`config.mk`:
```
export PLATFORM = sky130hd
export DESIGN_NAME = ps2_frame_rx
export DESIGN_NICKNAME = d
export VERILOG_FILES = /design/src/rtl/ps2_rx_pkg.sv /design/src/rtl/ps2_line_filter.sv /design/src/rtl/ps2_frame_shift.sv /design/src/rtl/ps2_frame_check.sv /design/src/rtl/ps2_frame_rx.sv
export SDC_FILE = /design/constraint.sdc
export NUM_CORES = 1
export LEC_CHECK = 0
export ABC_AREA = 0
export CORE_MARGIN = 4
export CORE_UTILIZATION = 55
export CTS_BUF_LIST = sky130_fd_sc_hd__clkbuf_8 sky130_fd_sc_hd__clkbuf_16
export DETAILED_ROUTE_END_ITERATION = 7
export DONT_BUFFER_PORTS = 1
export PLACE_DENSITY = 0.75
export SYNTH_ARGS = -nofsm -noshare
export SYNTH_HDL_FRONTEND = slang
export SYNTH_SLANG_ARGS = --single-unit
```
`constraint.sdc`:
```
create_clock -name clk -period 2.4 [get_ports clk]
set_clock_uncertainty 0.05 [all_clocks]
set_input_delay 0.24 -clock clk [delete_from_list [all_inputs] [get_ports clk]]
set_output_delay 0.24 -clock clk [all_outputs]
set_load 0.005 [all_outputs]
```
`src/rtl/ps2_rx_pkg.sv`:
```
package ps2_rx_pkg;
  localparam int FRAME_BITS = 11;
  localparam int CNT_W      = 4;
  localparam int BYTE_W     = 8;
  typedef logic [FRAME_BITS-1:0] frame_t;
  typedef logic [CNT_W-1:0]      bitcnt_t;
  localparam bitcnt_t CNT_FULL  = '1;
  localparam bitcnt_t CNT_FRAME = CNT_W'(FRAME_BITS);
endpackage

```
`src/rtl/ps2_line_filter.sv`:
```
module ps2_line_filter #(
  parameter int DEB_W = 8
) (
  input  logic clk,
  input  logic rst_n,
  input  logic line_i,
  output logic line_o
);
  logic [1:0]       sync_q;
  logic [DEB_W-1:0] cnt_q, cnt_d;
  logic             line_q, line_d;
  logic             differ;

  assign differ = sync_q[1] ^ sync_q[0];

  always_comb begin
    cnt_d  = cnt_q;
    line_d = line_q;
    if (differ) begin
      cnt_d = '0;
    end else if (cnt_q != '1) begin
      cnt_d = cnt_q + 1'b1;
    end else begin
      line_d = sync_q[1];
    end
  end

  always_ff @(posedge clk or negedge rst_n) begin
    if (!rst_n) begin
      sync_q <= 2'b11;
      cnt_q  <= '0;
      line_q <= 1'b1;
    end else begin
      sync_q <= {sync_q[0], line_i};
      cnt_q  <= cnt_d;
      line_q <= line_d;
    end
  end

  assign line_o = line_q;
endmodule

```
`src/rtl/ps2_frame_shift.sv`:
```
module ps2_frame_shift
  import ps2_rx_pkg::*;
#(
  parameter int IDLE_MAX = 2777
) (
  input  logic    clk,
  input  logic    rst_n,
  input  logic    line_clk,
  input  logic    line_dat,
  output logic    fall_evt,
  output logic    frame_done,
  output frame_t  frame,
  output bitcnt_t bit_cnt
);
  localparam int IW = $clog2(IDLE_MAX + 1);
  localparam logic [IW-1:0] IDLE_LAST = IW'(IDLE_MAX - 1);

  logic          clk_prev_q;
  logic [IW-1:0] idle_q, idle_d;
  frame_t        sh_q, sh_d;
  bitcnt_t       cnt_q, cnt_d;
  logic          sh_en;

  assign fall_evt   = clk_prev_q & ~line_clk;
  assign frame_done = line_clk & (idle_q == IDLE_LAST);
  assign sh_en      = fall_evt | frame_done;

  always_comb begin
    idle_d = idle_q;
    if (!line_clk) begin
      idle_d = '0;
    end else if (idle_q != IW'(IDLE_MAX)) begin
      idle_d = idle_q + 1'b1;
    end
  end

  always_comb begin
    sh_d  = sh_q;
    cnt_d = cnt_q;
    if (frame_done) begin
      sh_d  = '0;
      cnt_d = '0;
    end else if (fall_evt) begin
      sh_d  = {line_dat, sh_q[FRAME_BITS-1:1]};
      cnt_d = (cnt_q == CNT_FULL) ? cnt_q : cnt_q + 1'b1;
    end
  end

  always_ff @(posedge clk or negedge rst_n) begin
    if (!rst_n) begin
      clk_prev_q <= 1'b1;
      idle_q     <= '0;
    end else begin
      clk_prev_q <= line_clk;
      idle_q     <= idle_d;
    end
  end

  always_ff @(posedge clk or negedge rst_n) begin
    if (!rst_n) begin
      sh_q  <= '0;
      cnt_q <= '0;
    end else if (sh_en) begin
      sh_q  <= sh_d;
      cnt_q <= cnt_d;
    end
  end

  assign frame   = sh_q;
  assign bit_cnt = cnt_q;
endmodule

```
`src/rtl/ps2_frame_check.sv`:
```
module ps2_frame_check
  import ps2_rx_pkg::*;
(
  input  logic              clk,
  input  logic              rst_n,
  input  logic              fall_evt,
  input  logic              frame_done,
  input  frame_t            frame,
  input  bitcnt_t           bit_cnt,
  output logic [BYTE_W-1:0] code_byte,
  output logic              code_new
);
  logic              good;
  logic              accept;
  logic [BYTE_W-1:0] byte_q, byte_d;
  logic              new_q, new_d;

  assign good = (bit_cnt == CNT_FRAME) && !frame[0] && frame[FRAME_BITS-1]
                && (^frame[BYTE_W+1:1]);
  assign accept = frame_done & good;

  always_comb begin
    byte_d = byte_q;
    new_d  = new_q;
    if (accept) begin
      byte_d = frame[BYTE_W:1];
      new_d  = 1'b1;
    end else if (fall_evt) begin
      new_d  = 1'b0;
    end
  end

  always_ff @(posedge clk or negedge rst_n) begin
    if (!rst_n) begin
      byte_q <= '0;
      new_q  <= 1'b0;
    end else begin
      byte_q <= byte_d;
      new_q  <= new_d;
    end
  end

  assign code_byte = byte_q;
  assign code_new  = new_q;
endmodule

```
`src/rtl/ps2_frame_rx.sv`:
```
module ps2_frame_rx
  import ps2_rx_pkg::*;
#(
  parameter int CLK_HZ = 50_000_000,
  parameter int DEB_W  = 8
) (
  input  logic       clk,
  input  logic       rst_n,
  input  logic       ps2_clk_i,
  input  logic       ps2_dat_i,
  output logic [7:0] code_byte,
  output logic       code_new
);
  localparam int IDLE_RAW = CLK_HZ / 18000;
  localparam int IDLE_MAX = (IDLE_RAW < 2) ? 2 : IDLE_RAW;

  logic [1:0] rst_pipe;
  logic       rst_ns;
  logic [1:0] raw_lines;
  logic [1:0] filt_lines;
  logic       line_clk, line_dat;
  logic       fall_evt, frame_done;
  frame_t     frame;
  bitcnt_t    bit_cnt;

  always_ff @(posedge clk or negedge rst_n) begin
    if (!rst_n) rst_pipe <= 2'b00;
    else        rst_pipe <= {rst_pipe[0], 1'b1};
  end
  assign rst_ns = rst_pipe[1];

  assign raw_lines = {ps2_dat_i, ps2_clk_i};

  for (genvar g = 0; g < 2; g++) begin : g_flt
    ps2_line_filter #(.DEB_W(DEB_W)) u_flt (
      .clk    (clk),
      .rst_n  (rst_ns),
      .line_i (raw_lines[g]),
      .line_o (filt_lines[g])
    );
  end

  assign line_clk = filt_lines[0];
  assign line_dat = filt_lines[1];

  ps2_frame_shift #(.IDLE_MAX(IDLE_MAX)) u_shift (
    .clk        (clk),
    .rst_n      (rst_ns),
    .line_clk   (line_clk),
    .line_dat   (line_dat),
    .fall_evt   (fall_evt),
    .frame_done (frame_done),
    .frame      (frame),
    .bit_cnt    (bit_cnt)
  );

  ps2_frame_check u_check (
    .clk        (clk),
    .rst_n      (rst_ns),
    .fall_evt   (fall_evt),
    .frame_done (frame_done),
    .frame      (frame),
    .bit_cnt    (bit_cnt),
    .code_byte  (code_byte),
    .code_new   (code_new)
  );
endmodule

```
* Yosys cells after proc, flatten, opt, wreduce, memory -nomap -nowiden
Index checks and enable logic that the tools add are counted.
Storage, ports and cells: flip-flop bits (word level) 61, input port bits 4, logic and storage cells 62, output and inout bits 9
Operators by class: multiplexer cells 13, bitwise operators 11, reduce and logical (&&, ||, !) cells 13, equal/unequal tests 8, add/sub/neg operators 4
Operators with widths (count):
- 8-bit two-way mux | 4
- 12-bit two-way mux | 2
- 11-bit two-way mux | 2
- 8-bit by 1-bit adder with 8-bit output (second input constant) | 2
- 8-bit inequality test (second input constant) | 2
- 12-bit by 1-bit adder with 12-bit output (second input constant) | 1
- 12-bit equality test (second input constant) | 1
- 4-bit two-way mux | 3
- 12-bit inequality test (second input constant) | 1
- 9-bit parity | 1
- 4-bit equality test (second input constant) | 2
- 2-bit nonzero test | 4
- 2-bit AND reduction | 3
- 1-bit inverter | 5
- 4-bit by 1-bit adder with 4-bit output (second input constant) | 1
- 1-bit AND | 3
- 1-bit logical AND | 3
- 3-bit AND reduction | 1
- 1-bit two-way mux | 2
- 2-bit by 1-bit inequality test with 1-bit output (second input constant) | 1
- 2-bit inequality test (second input constant) | 1
- 1-bit bitwise XOR | 2
- 1-bit zero test | 1
- 1-bit bitwise OR | 1

* Depth between registers and ports, before layout
word-level depth 6, mapped depth 7, depth with buffers taken out 6

* Hierarchy
Synthesis repeated with hierarchy kept, for this count alone.
Unflattened totals: cells, all modules 282, area total of the unflattened synthesis 3026.7 um^2
By module, submodules not included:
- ps2_frame_shift | cells an instance 146, instances 1, sequential area each 701.9 um^2, area an instance 1416.4 um^2
- ps2_line_filter | cells an instance 52, instances 2, sequential area each 279.0 um^2, area an instance 554.3 um^2
- ps2_frame_check | cells an instance 29, instances 1, sequential area each 225.2 um^2, area an instance 447.9 um^2
- ps2_frame_rx | cells an instance 3, instances 1, sequential area each 50.0 um^2, area an instance 53.8 um^2

* Worst setup path before layout
Ideal clock, no wire load.
kind register -> register, start reg u_shift.idle_q[5], end reg u_check.byte_q[0], in the netlist u_check.code_byte[0], clock period less this slack 2.044 ns, arrival time 1.869 ns, path buffers 0, stages on the path, launching flop included 5, setup time 0.125 ns, path slack 0.356 ns, data required time 2.225 ns, path through dfrtp_1 > or4_4 > nor4_4 > nand4_4 > mux2_2
Between the ends: longest elaborated chain between the ends 3
RTL lines:
- start, declared | line ps2_frame_shift.sv:19 | logic [IW-1:0] idle_q, idle_d;
- start signal, assigned | line ps2_frame_shift.sv:55 | idle_q <= idle_d;
- 12-bit equality test | line ps2_frame_shift.sv:25 | assign frame_done = line_clk & (idle_q == IDLE_LAST);
- 1-bit AND | line ps2_frame_shift.sv:25
- 1-bit AND | line ps2_frame_check.sv:20 | assign accept = frame_done & good;
- end signal, assigned | line ps2_frame_check.sv:38 | byte_q <= byte_d;
- end, declared | line ps2_frame_check.sv:15 | logic [BYTE_W-1:0] byte_q, byte_d;
Every way passes these cells. A chain may end at the register's enable or synchronous reset.

* Worst setup path in the final report
start reg u_shift.idle_q[5], end reg u_check.byte_q[3], in the netlist u_check.code_byte[3]
Same word-level chain as after synthesis.

==> implementation parameters <==
Parameter                              Value

Outcome
  Run status    finished, final reports clean

Timing
  Slew at the pin with the worst max-slew slack    0.7065 ns
  Max Freq    0.4827 GHz
  Final number of setup-violating endpoints    0
  Worst slew slack as a fraction of its limit    52.72%
  Unrepaired setup endpoints after global routing    no
  Final-report max-slew violation count    0
  Hold Vio Cnt, Final    0
  Setup TNS Final    0 ns
  Final worst-path cycle share    86.32%
  Post-layout min period    2.072 ns

Synth
  Sequential cell area fraction in the yosys report    56.05%
  Total of flip-flops plus latches after synthesis    61
  Yosys warns    0
  Number of enable flip-flop cells after synthesis    0
  Distinct cells, synth    40
  Ys flop type    sky130_fd_sc_hd__dfrtp_1
  Syn Std Cell Area    0.002739 sq mm
  Mapped Avg Cell Area    11.65 sq um
  Instance count of the mapped netlist    235
  Async set-or-reset flop fraction in the synthesized netlist    100.0%
  Net count after synthesis    245

Pwr
  Largest vdd supply drop    0.0006130 V
  Pwr/cell area    645.8 mW/mm^2
  Static Leak    1.377 nW
  Total Power    1.982 mW

Global routing
  GRT Util Overall    16.64%
  Largest net degree at the start of global routing    31
  First-pass GRT wire length    7941 um
  GR Overflow Total    0
  Antenna violations before repair    0
  Via count of the first global-routing pass    1723

Critical path
  Worst r2r src    u_shift.idle_q[5]$_DFFE_PN0P_
  Source of the critical timing path    u_shift.idle_q[5]$_DFFE_PN0P_
  Setup Crit Path Kind    reg2reg
  Reg-to-reg setup timing slack    0.33 ns
  Largest fanout on the critical path    9
  CP Cell Sequence    or4_4 > nor4_4 > nand4_4 > mux2_2
  CP Buf/Inv Count    0
  Critical Path Slowest Stage Cell    sky130_fd_sc_hd__or4_4
  Reg2reg path depth    4
  Max stage delay on crit path    0.56 ns
  Endpoint of the lowest-slack register-to-register path    u_check.code_byte[3]$_DFFE_PN0P_
  WP data required    2.55 ns
  Kind of start point of the critical path    flip-flop
  Setup crit end kind    flip-flop
  Crit-path leading delay family    simple AND/OR/NAND/NOR gates
  Critical path data arrival time    2.22 ns

CTS
  Clock transition at the register clock pins on the worst setup and hold paths after CTS    0.07 ns
  Number of H-tree branching levels    3
  CTS tree    done
  Count of instances resized after the clock tree is built    0
  Num CTS Buffers    9
  Insertion delay to the later sink of the worst-skew pair    0.33 ns
  CTS root buffer    sky130_fd_sc_hd__clkbuf_8
  CTS max path bufs    2
  TritonCTS sink count    61

Floorplan
  Die X-Extent    78.57 um
  Number of ports placed on the die boundary    13
  DIE AREA    0.006172 sq mm
  Die H    78.57 um
  Core area    0.004786 sq mm
  # rows    25
  Initial Util    57.23%

Cells and area
  Filler instances    380
  Sequential standard cell area    0.001536 sq mm
  Most frequent standard cell in the layout excluding fill and tap cells    sky130_fd_sc_hd__dfrtp_1
  Most frequent cells in the layout    sky130_fd_sc_hd__dfrtp_1, sky130_fd_sc_hd__nor2_1, sky130_fd_sc_hd__xnor2_1, sky130_fd_sc_hd__xor2_1, sky130_fd_sc_hd__clkbuf_8
  Fraction of final layout cells with drive strength greater than 1    18.04%
  Antenna diodes    0
  Area growth, synth to finish    12.06%
  Number of nets in the finished design    260
  Fin area    0.003069 sq mm
  Multi-input combinational cell area    0.001159 sq mm
  Count of non-filler cells in the finished layout    322

Hold path
  Hold Crit Class    in2async

Place
  PortBufs    0
  Placer Congestion    0.7473
  Post-place instance area    0.002850 sq mm
  DPL Wire Length    2942 um
  # placed instances    303

Route
  Drt via density    5.388
  Iter 0 DRT Violations    87
  DRT antenna net count    0
  Vias    1735
  WL final    4390 um
  WL/cell    13.63 um
  Detailed Routing Iterations Pass 1    4
  Remaining DRCs    0

Flow run
  Max-Cap Viols    0
metal layers:
metal  track usage [%]  part of all wire, %  vias up
li1                  -                    -      857
met1             22.70                   49      842
met2             24.28                   46       28
met3             4.587                  3.1        8
met4             8.566                  1.9        0
met5                 0                    0        -
synthesized netlist by cell type, types with 4 or more instances:
library cell / number / area, sq um
sky130_fd_sc_hd__nor2_1: 26 / 97.59
sky130_fd_sc_hd__nand4_1: 8 / 50.05
sky130_fd_sc_hd__xnor2_1: 12 / 105.1
sky130_fd_sc_hd__nand2_1: 9 / 33.78
sky130_fd_sc_hd__mux2i_1: 4 / 40.04
sky130_fd_sc_hd__nor3_1: 6 / 30.03
sky130_fd_sc_hd__nand3_1: 10 / 50.05
sky130_fd_sc_hd__xor2_1: 12 / 105.1
sky130_fd_sc_hd__dfstp_2: 7 / 183.9
sky130_fd_sc_hd__dfrtp_1: 54 / 1351
sky130_fd_sc_hd__and2_1: 6 / 37.54
sky130_fd_sc_hd__inv_1: 7 / 26.28
sky130_fd_sc_hd__nor2b_1: 4 / 25.02
sky130_fd_sc_hd__o21ai_0: 7 / 35.03
sky130_fd_sc_hd__ha_1: 6 / 75.07
sky130_fd_sc_hd__mux2_2: 10 / 112.6
sky130_fd_sc_hd__clkbuf_1: 5 / 18.77
sky130_fd_sc_hd__a22o_1: 11 / 96.34
worst max-delay path by stage:
stage,end,slack (ns),cells after the start
floorplan,u_check.code_byte[0]$_DFFE_PN0P_,0.36,4
global placement,u_check.code_byte[1]$_DFFE_PN0P_,0.35,4
CTS,u_check.code_byte[3]$_DFFE_PN0P_,0.31,4
global route,u_check.code_byte[3]$_DFFE_PN0P_,0.24,4
detailed placement,u_check.code_byte[3]$_DFFE_PN0P_,0.32,4
finish,u_check.code_byte[3]$_DFFE_PN0P_,0.33,4
report_power, final:
part	internal [mW]	total (mW)	switching (mW)
clock	0.454	0.837	0.383
sequential	1.05	1.07	0.0187
combinational	0.0280	0.0736	0.0456
total	1.53	1.98	0.448
cell families (layout without fill, tap and decap cells):
| group | Yosys count | in the layout | share of synthesized area, % |
|---|---|---|---|
| AND/OR/NAND/NOR | 88 | 88 | 18.05 |
| flip-flops | 61 | 61 | 56.05 |
| AO/OA/AOI/OAI | 28 | 28 | 7.264 |
| XOR/XNOR | 25 | 25 | 8.543 |
| multiplexers | 14 | 14 | 5.573 |
| buffers and inverters | 12 | 32 | 1.645 |
| adder cells (fa/ha/maj) | 6 | 6 | 2.741 |
| other | 1 | 1 | 0.1369 |
per-stage QoR:
| step | setup WS (ns) | hold WS [ns] | utilization (%) |
|---|---|---|---|
| CTS | 0.3114 | 0.07532 | 64.13 |
| detailed placement | 0.3227 | -0.1055 | 59.56 |
| finish | 0.3283 | 0.08999 | 64.13 |
| global placement | 0.3538 | -0.1055 | 59.56 |
| floorplan | 0.3560 | -0.1056 | - |
| global route | 0.2352 | 0.06979 | 64.13 |
area by class of cell:
| class | count | share of cell area [%] |
|---|---|---|
| clock buffers | 12 | 5.381 |
| clock inverters | 4 | 0.7746 |
| inverters | 7 | 0.8561 |
| multi-input cells | 162 | 37.75 |
| flip-flops and latches | 61 | 50.06 |
| well taps | 67 | 2.731 |
| repair buffers | 9 | 2.446 |
state kept, by name (all words and copies together), names as in the netlist:
register and count:
g_flt.u_flt.sync_q 4, g_flt.u_flt.line_o 2, u_shift.bit_cnt 4, rst_pipe 2
u_check.code_new 1, u_shift.clk_prev_q 1, u_shift.idle_q 12, g_flt.u_flt.cnt_q 16
u_shift.frame 11, u_check.code_byte 8
timing repair:
action                    in CTS  in global routing
setup buffers                  0                  0
hold buffers                   3                  0
hold endpoints to repair       4                  0
Note: power is estimated with default switching activity, not from simulation.
